[config.mk]
export PLATFORM = sky130hd
export DESIGN_NAME = rds_sync_tracker
export DESIGN_NICKNAME = d
export VERILOG_FILES = /design/src/rtl/rds_sync_pkg.sv /design/src/rtl/rds_offset_classify.sv /design/src/rtl/rds_loss_counter.sv /design/src/rtl/rds_sync_tracker.sv
export SDC_FILE = /design/constraint.sdc
export NUM_CORES = 1
export LEC_CHECK = 0
export ABC_AREA = 1
export BUFFER_PORTS_ARGS = -buffer_cell sky130_fd_sc_hd__buf_2
export CORE_MARGIN = 8
export CORE_UTILIZATION = 45
export CTS_CLUSTER_SIZE = 24
export DETAILED_ROUTE_END_ITERATION = 8
export HOLD_SLACK_MARGIN = 0.02
export PLACE_DENSITY = 0.73
export SYNTH_ARGS = -nofsm -noshare
export SYNTH_HDL_FRONTEND = slang
export SYNTH_SLANG_ARGS = --single-unit
export TNS_END_PERCENT = 30
[constraint.sdc]
create_clock -name clk -period 3.33 [get_ports clk]
set_clock_uncertainty 0.1 [all_clocks]
set_input_delay 0.666 -clock clk [delete_from_list [all_inputs] [get_ports clk]]
set_output_delay 0.666 -clock clk [all_outputs]
set_load 0.1 [all_outputs]
[src/rtl/rds_sync_pkg.sv]
package rds_sync_pkg;

    typedef enum logic [1:0] {
        S_HUNT  = 2'd0,
        S_CONF1 = 2'd1,
        S_CONF2 = 2'd2,
        S_LOCK  = 2'd3
    } trk_state_t;

    localparam int POS_W  = 2;
    localparam int CODE_W = 3;

    // failure-run limit selected by the 3-bit loss code
    function automatic int unsigned loss_limit(input logic [CODE_W-1:0] code);
        int unsigned lim;
        case (code)
            3'd0:    lim = 3;
            3'd1:    lim = 4;
            3'd2:    lim = 5;
            3'd3:    lim = 6;
            3'd4:    lim = 8;
            3'd5:    lim = 10;
            3'd6:    lim = 12;
            default: lim = 16;
        endcase
        return lim;
    endfunction

    // predicted position to the offset code shown to the outside
    function automatic logic [CODE_W-1:0] pos_to_code(input logic [POS_W-1:0] p);
        logic [CODE_W-1:0] c;
        case (p)
            2'd0:    c = 3'b000;
            2'd1:    c = 3'b001;
            2'd2:    c = 3'b010;
            default: c = 3'b100;
        endcase
        return c;
    endfunction

endpackage

[src/rtl/rds_offset_classify.sv]
module rds_offset_classify
    import rds_sync_pkg::*;
(
    input  logic [CODE_W-1:0] off_code,
    input  logic              off_found,
    input  logic              rbds_en,
    output logic              ref_ok,
    output logic [POS_W-1:0]  ref_pos,
    output logic              wild_ok
);

    always_comb begin
        ref_ok  = 1'b0;
        ref_pos = '0;
        wild_ok = 1'b0;
        if (off_found) begin
            case (off_code)
                3'b000: begin ref_ok = 1'b1; ref_pos = 2'd0; end
                3'b001: begin ref_ok = 1'b1; ref_pos = 2'd1; end
                3'b010,
                3'b011: begin ref_ok = 1'b1; ref_pos = 2'd2; end
                3'b100: begin ref_ok = 1'b1; ref_pos = 2'd3; end
                3'b101: wild_ok = rbds_en;
                default: ;
            endcase
        end
    end

    always_comb begin
        a_r1_exclusive: assert (!(ref_ok && wild_ok));
    end

endmodule

[src/rtl/rds_loss_counter.sv]
module rds_loss_counter
    import rds_sync_pkg::*;
#(
    parameter int CNT_W = 5
) (
    input  logic              clk,
    input  logic              rst_n,
    input  logic              clr,
    input  logic              step,
    input  logic              fail,
    input  logic [CODE_W-1:0] limit_code,
    output logic              loss
);

    logic [CNT_W-1:0] run_cnt;
    logic [CNT_W-1:0] limit;

    assign limit = CNT_W'(loss_limit(limit_code));
    assign loss  = step && fail && (run_cnt == limit - 1'b1);

    always_ff @(posedge clk or negedge rst_n) begin
        if (!rst_n) begin
            run_cnt <= '0;
        end else if (clr) begin
            run_cnt <= '0;
        end else if (step) begin
            if (!fail || loss) begin
                run_cnt <= '0;
            end else begin
                run_cnt <= run_cnt + 1'b1;
            end
        end
    end

    a_r7_below_limit: assert property (@(posedge clk) disable iff (!rst_n)
        run_cnt < limit);

    a_r10_pass_clears: assert property (@(posedge clk) disable iff (!rst_n)
        (step && !fail && !clr) |=> (run_cnt == '0));

endmodule

[src/rtl/rds_sync_tracker.sv]
module rds_sync_tracker
    import rds_sync_pkg::*;
#(
    parameter int CNT_W = 5
) (
    input  logic              clk,
    input  logic              rst_n,
    input  logic              sync_clear,
    input  logic              blk_valid,
    input  logic [CODE_W-1:0] blk_offset,
    input  logic              blk_found,
    input  logic              blk_uncorr,
    input  logic              cfg_rbds,
    input  logic              cfg_acq_mode,
    input  logic              cfg_loss_mode,
    input  logic [CODE_W-1:0] cfg_loss_code,
    output logic              locked,
    output logic [CODE_W-1:0] next_offset,
    output logic              lock_pulse
);

    trk_state_t       state, state_nx;
    logic [POS_W-1:0] exp_pos, exp_nx;
    logic             ref_ok, wild_ok, hit, take, fail, loss;
    logic [POS_W-1:0] ref_pos;
    logic             locked_q, pulse_q;

    rds_offset_classify u_classify (
        .off_code  (blk_offset),
        .off_found (blk_found),
        .rbds_en   (cfg_rbds),
        .ref_ok    (ref_ok),
        .ref_pos   (ref_pos),
        .wild_ok   (wild_ok)
    );

    assign take = blk_valid && !sync_clear;
    assign hit  = (ref_ok && (ref_pos == exp_pos)) || wild_ok;
    assign fail = cfg_loss_mode ? blk_uncorr : !hit;

    rds_loss_counter #(.CNT_W(CNT_W)) u_loss (
        .clk        (clk),
        .rst_n      (rst_n),
        .clr        (sync_clear || (state != S_LOCK)),
        .step       (take && (state == S_LOCK)),
        .fail       (fail),
        .limit_code (cfg_loss_code),
        .loss       (loss)
    );

    // next-state decision for one strobed block
    always_comb begin
        state_nx = state;
        exp_nx   = exp_pos;
        unique case (state)
            S_HUNT: begin
                if (ref_ok) begin
                    state_nx = S_CONF1;
                    exp_nx   = ref_pos + 2'd1;
                end
            end
            S_CONF1: begin
                if (hit) begin
                    state_nx = S_LOCK;
                    exp_nx   = exp_pos + 2'd1;
                end else if (ref_ok) begin
                    state_nx = S_CONF1;
                    exp_nx   = ref_pos + 2'd1;
                end else if (!cfg_acq_mode) begin
                    state_nx = S_CONF2;
                    exp_nx   = exp_pos + 2'd1;
                end else begin
                    state_nx = S_HUNT;
                    exp_nx   = '0;
                end
            end
            S_CONF2: begin
                if (hit) begin
                    state_nx = S_LOCK;
                    exp_nx   = exp_pos + 2'd1;
                end else if (ref_ok) begin
                    state_nx = S_CONF1;
                    exp_nx   = ref_pos + 2'd1;
                end else begin
                    state_nx = S_HUNT;
                    exp_nx   = '0;
                end
            end
            S_LOCK: begin
                if (loss) begin
                    state_nx = S_HUNT;
                    exp_nx   = '0;
                end else begin
                    exp_nx   = exp_pos + 2'd1;
                end
            end
        endcase
    end

    // state register
    always_ff @(posedge clk or negedge rst_n) begin
        if (!rst_n) begin
            state   <= S_HUNT;
            exp_pos <= '0;
        end else if (sync_clear) begin
            state   <= S_HUNT;
            exp_pos <= '0;
        end else if (take) begin
            state   <= state_nx;
            exp_pos <= exp_nx;
        end
    end

    // registered outputs
    always_ff @(posedge clk or negedge rst_n) begin
        if (!rst_n) begin
            locked_q <= 1'b0;
            pulse_q  <= 1'b0;
        end else if (sync_clear) begin
            locked_q <= 1'b0;
            pulse_q  <= 1'b0;
        end else begin
            pulse_q <= take && (state != S_LOCK) && (state_nx == S_LOCK);
            if (take) begin
                locked_q <= (state_nx == S_LOCK);
            end
        end
    end

    assign locked      = locked_q;
    assign lock_pulse  = pulse_q;
    assign next_offset = (state == S_HUNT) ? 3'b000 : pos_to_code(exp_pos);

    a_r6_pulse_locked: assert property (@(posedge clk) disable iff (!rst_n)
        lock_pulse |-> locked);

    a_r6_rise_pulse: assert property (@(posedge clk) disable iff (!rst_n)
        $rose(locked) |-> lock_pulse);

    a_r11_clear_unlocks: assert property (@(posedge clk) disable iff (!rst_n)
        sync_clear |=> (!locked && (next_offset == 3'b000) && !lock_pulse));

    a_r12_hold_idle: assert property (@(posedge clk) disable iff (!rst_n)
        (!blk_valid && !sync_clear) |=> ($stable(locked) && $stable(next_offset) && !lock_pulse));

    a_r12_legal_code: assert property (@(posedge clk) disable iff (!rst_n)
        (next_offset == 3'b000) || (next_offset == 3'b001) ||
        (next_offset == 3'b010) || (next_offset == 3'b100));

    a_r3_no_gap_rule1: assert property (@(posedge clk) disable iff (!rst_n)
        cfg_acq_mode |-> (state != S_CONF2) || $past(!cfg_acq_mode));

endmodule

==> Word-level counts from Yosys, hierarchy flattened <==
Cells that the tools add are included.
Widths: inputs -> output; s select.
{ "word_totals": {"regBits": 11, "latchBits": 0, "mem_bits_rw": 0, "romBits": 0, "input_bits": 15, "out_inout_bits": 5, "wordCells": 88, "n_memories": 0} }
{ "classes": {"addsub": 4, "multipliers": 0, "n_div": 0, "n_lt_le_gt_ge": 0, "n_eq_ne": 21, "n_shift": 0, "mux": 36, "bitwise": 0, "n_reduce_logical": 22} }
{ "ops": {"columns": ["operator", "count"], "rows": [
  ["$mux 2", 18],
  ["$pmux 5 s7", 1],
  ["$pmux 2 s4", 2],
  ["$eq 3x3->1 const B", 5],
  ["$mux 5", 3],
  ["$eq 3x2->1 const B", 4],
  ["$mux 1", 9],
  ["$pmux 3 s3", 1],
  ["$eq 2x2->1 const B", 4],
  ["$logic_and 1x1->1", 7],
  ["$eq 3x1->1 const B", 2],
  ["$logic_not 3->1", 2],
  ["$pmux 2 s3", 1],
  ["$add 5x1->5 const B", 1],
  ["$eq 5x5->1", 1],
  ["$reduce_or 5->1", 1],
  ["$sub 5x1->5 const B", 1],
  ["$add 2x1->2 const B", 2],
  ["$eq 2x1->1 const B", 2],
  ["$logic_not 2->1", 2],
  ["$reduce_bool 2->1", 2],
  ["$logic_not 1->1", 3],
  ["$logic_or 1x1->1", 3],
  ["$mux 3", 1],
  ["5 further kinds", 5]
]} }

==> Longest topological paths before layout <==
Gate-level depths: netlist of the first run.
{ "logic_depth": {"word_depth": 16, "mapped_depth": 15, "mapped_depth_nobuf": 15} }

==> By module <==
A second synthesis of the first run with hierarchy kept.
{ "hier_totals": {"hier_cells": 183, "area_unflattened_um2": 1086.0} }
{ "modules_own_cells": {"columns": ["mod", "instances", "cells_each", "area_each_um2", "seq_area_each_um2"], "rows": [
  ["rds_sync_tracker", 1, 87, 540.5, 150.1],
  ["rds_loss_counter", 1, 85, 500.5, 125.1],
  ["rds_offset_classify", 1, 11, 45.0, 0.0]
]} }

==> Worst setup path after synthesis of the first run <==
OpenSTA, ideal clock, no wires.
{ "synth_path": {"kind": "reg-to-output", "start": "register exp_pos[0]", "end": "output port next_offset[1]", "arrival_ns": 1.930, "required_time_ns": 2.564, "path_slack_ns": 0.634, "path_stages_with_launch": 5, "n_path_buf": 0, "path_cell_list": "dfrtp_1 > inv_1 > ha_1 > inv_1 > nor2_1"} }
{ "synth_between": {"elab_chain_cells": 3, "elab_cells_between_ends": 5, "classes_between": "2 x eq/ne; 2 x mux; 1 x reduce/logical"} }
{ "synth_rtl": {"columns": ["item", "line", "source"], "rows": [
  ["start, declared", "rds_sync_tracker.sv:23", "logic [POS_W-1:0] exp_pos, exp_nx;"],
  ["start signal, assigned", "rds_sync_tracker.sv:110", "exp_pos <= exp_nx;"],
  ["$eq 2x2->1 (tied with other cells)", "rds_sync_pkg.sv:32", "case (p)"],
  ["$pmux 3 s3 *", "rds_sync_pkg.sv:32", null],
  ["$mux 3 *", "rds_sync_tracker.sv:132", "assign next_offset = (state == S_HUNT) ? 3'b000 : pos_to_code(exp_pos);"],
  ["end, declared", "rds_sync_tracker.sv:18", "output logic [CODE_W-1:0] next_offset,"]
]} }
Mark *: on every way between the ends. The rest lies on a longest branch, timed or not.

==> Final worst setup path of the first run <==
Same ends and word-level chain as after synthesis.

==> results.ini, run 1 <==
[die]
initial_core_util=0.4665
die_x_um=63.19
core-area_um2=2148
rows=17
die_h_um=63.19
ios=20
die_area_um2=3993

[timing]
slew_violations=0
fin_crit_sh=0.6941
rsz0062_at_grt=false
tightest_slew_ps=489.8
final-hold-violation-count=0
fin_setup_tns_ps=0
slew_headroom=0.6757
fmax_mhz=432.7
setup_viol=0
min_period_ps=2311

[synth]
yosysUniqueCellTypes=23
synth.top_cells.by_area=dfrtp_1, nand2_1, inv_1
synth.largest_area_cell=dfrtp_1
synth_top_area_share=0.2747
synth_nets=179
synth_cells=159
seq_area_frac_synth=0.2747
synth_seq_cells=11
netlist_area_um2=1002
avgSynthCellArea_um2=6.303
ys_warn_count=0

[final_layout]
final_cells=210
finalNetCount=203
finish.utilization=0.5393
final_area_um2=1159
area_growth_pct=15.61
antennaDiodeCount=0
layout-drive-gt1-share=0.1648

[pwr]
power.internal_uw=212.9
p_leak_uw=0.0006920
total_power_uw=319.1
p_comb_frac=0.257
swShare=0.3329
pwr_density_cell_nw_per_um2=275.4
ir_drop_uv=205.6
power_frac_seq=0.450
switching_power_uw=106.2
pwr-share-clk=0.293

[critical_path]
r2r_slack_ps=1640
worstPathRequired_ps=2560
max_stage_delay_ps=450
crit_path_end_kind=primary output
critPathArrivalTime_ps=1550
timing.rr.end=exp_pos[1]
slowest_stage=dfrtp_1
crit_type=register to primary output
critPathLaunch=exp_pos[0]
worst-r2r-cell-count=8
worstReg2RegStart=state[1]
crit_top_cell=inv_1
start_kind=register
path_cells=inv_1, ha_1, inv_1, nor2_1, buf_2
worstPathMaxFanout=6
endpoint=next_offset[1]

[drt]
dr.pass1.iters=4
drtAntennaViolNets=0
drtIter0Drc=89
wl_per_cell_um=10.82
via_count=1045
drc=0
wirelength_um=2272
avgViaCountPerCell=4.976

[clock_network]
cts_max_level=1
post_cts_buffers=0
insertion_delay_ps=270
clk_pin_slew_ps=80
cts_root_buffer=clkbuf_4
cts_num_sinks=11
cts_tree=yes
cts_buffers=3
ctsResizeCount=0
clockBufferDepth=2
ctsHoldBuffers=0

[placement]
gp_congestion=0.9189
port_buffers=19
dpl_cell_area_um2=1132
dp.cells=206
dp_hpwl_um=1914

[job]
max_cap_violations=0

[hold_path]
hp-class=primary input to asynchronous set/reset pin

[global_routing]
antenna_found_initial=0
grt_start_max_net_pins=12
track_usage=0.1195
gr-total-overflow=0
grt_pass1_vias=988
grt_first_pass_wirelength_um=4105

[run_status]
outcome=finished, final reports clean

==> Yosys cell counts <==
library cell and count:
nand3b_1 1, nand2_1 54, o21ai_1 1, ha_1 5
dfrtp_1 11, a22o_1 1, inv_1 25, a31oi_1 1
a21oi_1 2, o31ai_1 2, nand3_1 13, xor2_1 7
nor3_1 2, nand4_1 1, o21ai_0 5, o21a_1 1
nor2_1 18, nor4_1 1, xor2_2 1, nand2_2 2
nor2_2 3, a21oi_2 1, nor3_2 1
==> kinds of logic (layout without fill, tap and decap cells) <==
kind of cell,after synthesis,in the layout,synth area share
xor gates and xnor gates,8,8,0.07741
AOI/OAI and AO/OA,14,14,0.08614
buffers and inverters,25,48,0.09363
DFF,11,11,0.2747
adders and majority gates,5,5,0.06242
and+or+nand+nor,96,96,0.4057
==> cell usage in the layout, fill, tap and decap left out, types with 2 or more instances in the layout <==
cell type	n
nor2_2	3
clkbuf_4	3
nor3_1	2
nand3_1	13
a21oi_1	2
nand2_1	54
nand2_2	2
ha_1	5
o21ai_0	5
dfrtp_1	11
xor2_1	7
nor2_1	18
inv_1	25
buf_2	19
o31ai_1	2
==> layout make-up <==
class / instances / area (µm²)
inverter: 25 / 93.84
tap: 28 / 35.03
sequential: 11 / 275.3
multi-input combinational: 123 / 633.1
timing repair buffer: 19 / 95.09
fill: 213 / 989.7
clock buffer: 4 / 26.28
==> sequential cells by signal (all words and copies together), names as in the netlist <==
name,cells
state,2
u_loss.run_cnt,5
locked,1
exp_pos,2
lock_pulse,1
==> layer usage <==
layer	up-vias	global-route usage	share of wire
li1	547	-	-
met1	451	0.1547	0.47
met2	43	0.1844	0.45
met3	4	0.03357	0.073
met4	0	0.04178	0.0079
met5	-	0	0
==> per-stage QoR <==
stage / hold slack, ps / worst slack [ps]
after floorplan: 270.4 / 633.7
after global placement: 362.1 / 907.1
after detailed placement: 362.0 / 821.9
after CTS: 152.6 / 996.5
after global routing: 169.1 / 876.8
final: 148.8 / 1019
==> power by group through the flow <==
stage	registers (µW)	logic (µW)	clock network, µW
final	144	82.0	93.6
after global routing	144	95.1	101
after CTS	143	82.2	98.7
after detailed placement	146	81.9	0
after global placement	146	79.7	0
after floorplan	146	54.4	0
==> worst min-delay path by stage <==
| stage | start | end | slack, ps | cells after the start |
|---|---|---|---|---|
| 5_1_grt | rst_n | u_loss.run_cnt[4] | 170 | 1 |
| 3_3_place_gp | locked | locked | 360 | 2 |
| 3_5_place_dp | locked | locked | 360 | 2 |
| 6_report | rst_n | u_loss.run_cnt[4] | 150 | 1 |
| 2_1_floorplan | rst_n | exp_pos[0] | 270 | 0 |
| 4_1_cts | rst_n | state[0] | 150 | 1 |
==> critical path, delay by kind of cell, from the launching register on <==
family / cells / cell delay [ps]
buf+inv: 3 / 600
flops: 1 / 450
fa+ha+maj: 1 / 150
simple gates: 1 / 80
Note: power is estimated with default switching activity, not from simulation.
==> run 2, diff against run 1 <==
clock period = 2.2 ns   (was 3.33 ns; I/O delays follow)
==> run 2 against run 1 <==
Sequential share of layout area is 0.45 points lower. Cell area increased by 1.9%. Via count fell by 2.0%. Highest routed layer unchanged.
==> results.ini, run 2 (synthesized netlist as in run 1, its figures left out) <==
[timing]
final-hold-violation-count=0
slew_headroom=0.6514
tightest_slew_ps=520.9
min_period_ps=2101
fin_crit_sh=0.9552
slew_violations=0
fmax_mhz=475.9
rsz0062_at_grt=false
setup_viol=0

[pwr]
pwr_density_cell_nw_per_um2=412.7
ir_drop_uv=253.6
total_power_uw=487.4
p_leak_uw=0.0006951

[clock_network]
cts_buffers=3
cts_root_buffer=clkbuf_4
cts_tree=yes
post_cts_buffers=0
clockBufferDepth=2
cts_max_level=1
insertion_delay_ps=270
cts_num_sinks=11
clk_pin_slew_ps=80

[final_layout]
final_cell_mix=nand2_1, inv_1, buf_2
top_regs=u_loss.run_cnt (5), exp_pos (2), state (2)
finalNetCount=204
layout_commonest_cell=nand2_1
finish.utilization=0.5498
largest_reg_flops=5
layout-drive-gt1-share=0.1803
regMostFlops=u_loss.run_cnt
final_area_um2=1181
area_growth_pct=17.85
antennaDiodeCount=0

[global_routing]
antenna_found_initial=0
track_usage=0.1105
grt_first_pass_wirelength_um=3767
grt_pass1_vias=924
gr-total-overflow=0
grt_start_max_net_pins=12

[critical_path]
start_kind=register
crit_path_end_kind=primary output
worst-r2r-cell-count=8
critPathArrivalTime_ps=1560
worstPathMaxFanout=6
crit_type=register to primary output
worstPathRequired_ps=1660
r2r_slack_ps=420

[hold_path]
hp-class=primary input to register
worstHoldPathCells=3

[placement]
dp_hpwl_um=1763
gp_congestion=0.8674
port_buffers=19
dpl_cell_area_um2=1135

[die]
die_x_um=63.19
rows=17
die_area_um2=3993
die_h_um=63.19
ios=20
core-area_um2=2148
initial_core_util=0.4665

[drt]
drc=0
wirelength_um=2221
avgViaCountPerCell=4.853
drtAntennaViolNets=0
drtIter0Drc=68
dr.pass1.iters=4
via_count=1024
wl_per_cell_um=10.53

[run_status]
outcome=finished, final reports clean

[job]
max_cap_violations=0

[run 2: cell types whose count changed in the layout (fill, tap and decap cells not counted)]
cell	change
dlygate4sd3_1	+1
ha_1	-1
ha_2	+1
nor2_1	-1
nor2_2	+1
xor2_1	-1
xor2_2	+1
[run 2: per-layer routing]
metal,routed length [µm],global-route usage,part of all wire,vias up
li1,-,-,-,547
met1,1066,0.1480,0.48,446
met2,990,0.1626,0.45,25
met3,136,0.02827,0.061,6
met4,27,0.04735,0.012,0
met5,0,0,0,-
[run 2: worst max-delay path: stages, from the launching register on]
cell and delay, ps:
dfrtp_1 460, inv_1 130, ha_1 150, inv_1 40, nor2_2 80, buf_2 420
[run 2: worst paths after layout]
path,start,to
worst max register to register,state[1],state[1]
worst max-delay path,exp_pos[0],next_offset[1]
worst min register to register,locked,locked
max in group asynchronous,rst_n,lock_pulse
min in group asynchronous,rst_n,u_loss.run_cnt[1]
worst min-delay path,blk_valid,lock_pulse
[run 2: cell type report]
class / count / area [µm²]
fillers: 204 / 967.2
repair buffers: 20 / 105.1
inverters: 25 / 93.84
well taps: 28 / 35.03
clock buffers: 4 / 26.28
flip-flops and latches: 11 / 275.3
multi-input cells: 123 / 645.6
[run 2: repair_timing]
action | 4_1_cts | 5_1_grt
setup endpoints to repair | 0 | 1
resized for setup | 0 | 2
hold buffers | 1 | 0
hold endpoints to repair | 11 | 0
[run 2: through the flow]
stage | hold WS, ps | instances | setup WS (ps) | TNS [ps]
global placement | 222.0 | 206 | 10.25 | 0
floorplan | 44.41 | 159 | -225.6 | -405.3
CTS | 375.9 | 211 | 88.68 | 0
global route | 412.6 | 211 | 17.81 | 0
detailed placement | 228.5 | 206 | -74.00 | -262.3
finish | 377.7 | 211 | 98.55 | 0
[run 2: report_power, final]
group | total, µW | internal [µW] | switching (µW)
registers | 218 | 208 | 9.57
clock network | 142 | 70.2 | 71.9
logic | 128 | 46.4 | 81.2
==> run 3, diff against run 2 <==
PLACE_DENSITY = 0.76   (was 0.73)
clock period = 1.7 ns   (was 2.2 ns; I/O delays follow)
==> run 3 against run 2 <==
The run now ends with negative setup slack left. Sequential power grew 29%. First-iteration DRC count is 28% higher. Die area stayed put. Global-route usage up 3.1 points. Critical endpoint is now exp_pos[1].
==> results.ini, run 3 (synthesized netlist as in run 1, its figures left out) <==
[final_layout]
num-fill-cells=166
top_regs=u_loss.run_cnt (5), exp_pos (2), state (2)
regMostFlops=u_loss.run_cnt
multiInputGateArea_um2=748.2
layout-drive-gt1-share=0.3433
seqCellArea_um2=277.8
final_cell_mix=nand2_1, inv_1, buf_4
area_growth_pct=50.19
largest_reg_flops=5
layout_commonest_cell=nand2_1
final_area_um2=1505
antennaDiodeCount=0
finalNetCount=222

[run_status]
violations=negative setup slack
outcome=finished, violations left

[drt]
drc=0
drtAntennaViolNets=0
drtIter0Drc=87
dr.pass1.iters=5
via_count=1150
avgViaCountPerCell=5.022
wl_per_cell_um=12.73
wl_met3_um=156
routed.top_layer=met4
met2WireLength_um=1443
met1_length_um=1245
wirelength_um=2916

[pwr]
switching_power_uw=255.3
ir_drop_uv=590.7
power.internal_uw=478.8
p_leak_uw=0.0008047
pwr_density_cell_nw_per_um2=487.7
pwr-share-clk=0.262
swShare=0.3478
p_comb_frac=0.355
power_frac_seq=0.383

[timing]
finalWorstSetupSlack_ps=-126.1
slew_violations=0
rsz0062_at_grt=true
fin_setup_tns_ps=-719.4
fin_worst_hold_slack_ps=272.0
slew_headroom=0.6718
min_period_ps=1826
fin_crit_sh=1.074
setup_viol=14
tightest_slew_ps=495.7
final-hold-violation-count=0
fmax_mhz=547.6

[critical_path]
start_kind=primary input
slowest_stage=ha_4
path_cells=buf_12, inv_4, o21ai_2, o31ai_4, ha_4, xor2_1, nand2_1, nor2_1, nand2_1, nor2_2, nand2_2, nand3_2, nand2_1, nand2_1, nand2_1
crit_top_cell=nand2_1
worstPathMaxFanout=5
crit_type=primary input to register
crit_path_end_kind=register
worstPathRequired_ps=1780
critPathArrivalTime_ps=1910
max_stage_delay_ps=270

[clock_network]
cts_root_buffer=clkbuf_4
cts_num_sinks=11
cts_buffers=3
clk_pin_slew_ps=80
insertion_delay_ps=280
clockBufferDepth=2
cts_tree=yes
cts_max_level=1

[die]
die_h_um=63.19
core-area_um2=2148
die_x_um=63.19
rows=17
ios=20
die_area_um2=3993
initial_core_util=0.4665

[global_routing]
grt_pass1_vias=1116
track_usage=0.1416
grt_start_max_net_pins=12
grt_first_pass_wirelength_um=4726
gr-total-overflow=0
antenna_found_initial=0

[placement]
dp_hpwl_um=2081
dpl_cell_area_um2=1275
port_buffers=19
gp_congestion=0.9345
post-place-ws_ps=-458.6

[job]
max_cap_violations=0

[hold_path]
hp-class=primary input to register

[run 3: cell count changes in the layout (fill, tap and decap cells not counted), moves of 3 or more]
| cell | previous run | this run |
|---|---|---|
| nor2_4 | 0 | 4 |
| buf_12 | 0 | 5 |
| buf_4 | 0 | 17 |
| buf_2 | 19 | 14 |
| o21ai_0 | 5 | 2 |
| inv_2 | 0 | 4 |
| inv_1 | 25 | 19 |
[run 3: critical path, delay by kind of cell]
| kind | cells | cell delay, ps |
|---|---|---|
| AOI/OAI and AO/OA | 2 | 280 |
| xor gates and xnor gates | 1 | 150 |
| adders and majority gates | 1 | 270 |
| buffers and inverters | 2 | 130 |
| and+or+nand+nor | 9 | 730 |
[run 3: worst paths after layout]
kind                             startpoint         end  slack [ps]  cells after the start
max                        cfg_loss_code[0]  exp_pos[1]        -130                     15
min                               blk_valid  lock_pulse         270                      3
max reg2reg                        state[0]  exp_pos[1]          20                     11
min reg2reg                          locked      locked         390                      2
max in group asynchronous             rst_n  exp_pos[1]         930                      2
min in group asynchronous             rst_n    state[0]         350                      2
[run 3: repair_timing]
item / CTS / global route
hold endpoints to repair: 11 / 0
gates resized for setup: 23 / 16
setup endpoints to repair: 14 / 14
setup buffers: 7 / 1
hold buffers: 1 / 0
pin swaps: 8 / 10
[run 3: metrics by stage]
step / instances / utilization / total power, µW
floorplan: 159 / - / 399.2
global placement: 216 / 0.5935 / 473.1
detailed placement: 216 / 0.5935 / 479.6
CTS: 228 / 0.6564 / 705.1
global route: 229 / 0.7006 / 771.6
finish: 229 / 0.7006 / 734.1
[run 3: final cells by class]
cell class                 count  area share
clock buffer                   4     0.01746
inverter                      25     0.06567
multi-input combinational    123      0.4971
sequential                    11      0.1845
tap                           28     0.02328
timing repair buffer          38      0.2120
[run 3: power by group through the flow]
stage	clock network [µW]	registers [µW]	logic, µW
2_1_floorplan	0	286	113
3_5_place_dp	0	287	192
4_1_cts	196	280	229
6_report	193	281	261
5_1_grt	204	282	285
3_3_place_gp	0	287	186
[run 3: metal layers]
layer | global-route usage | up-vias
met4 | 0.06685 | 0
met3 | 0.03710 | 7
met1 | 0.1660 | 533
met2 | 0.2343 | 31
li1 | - | 579
met5 | 0 | -
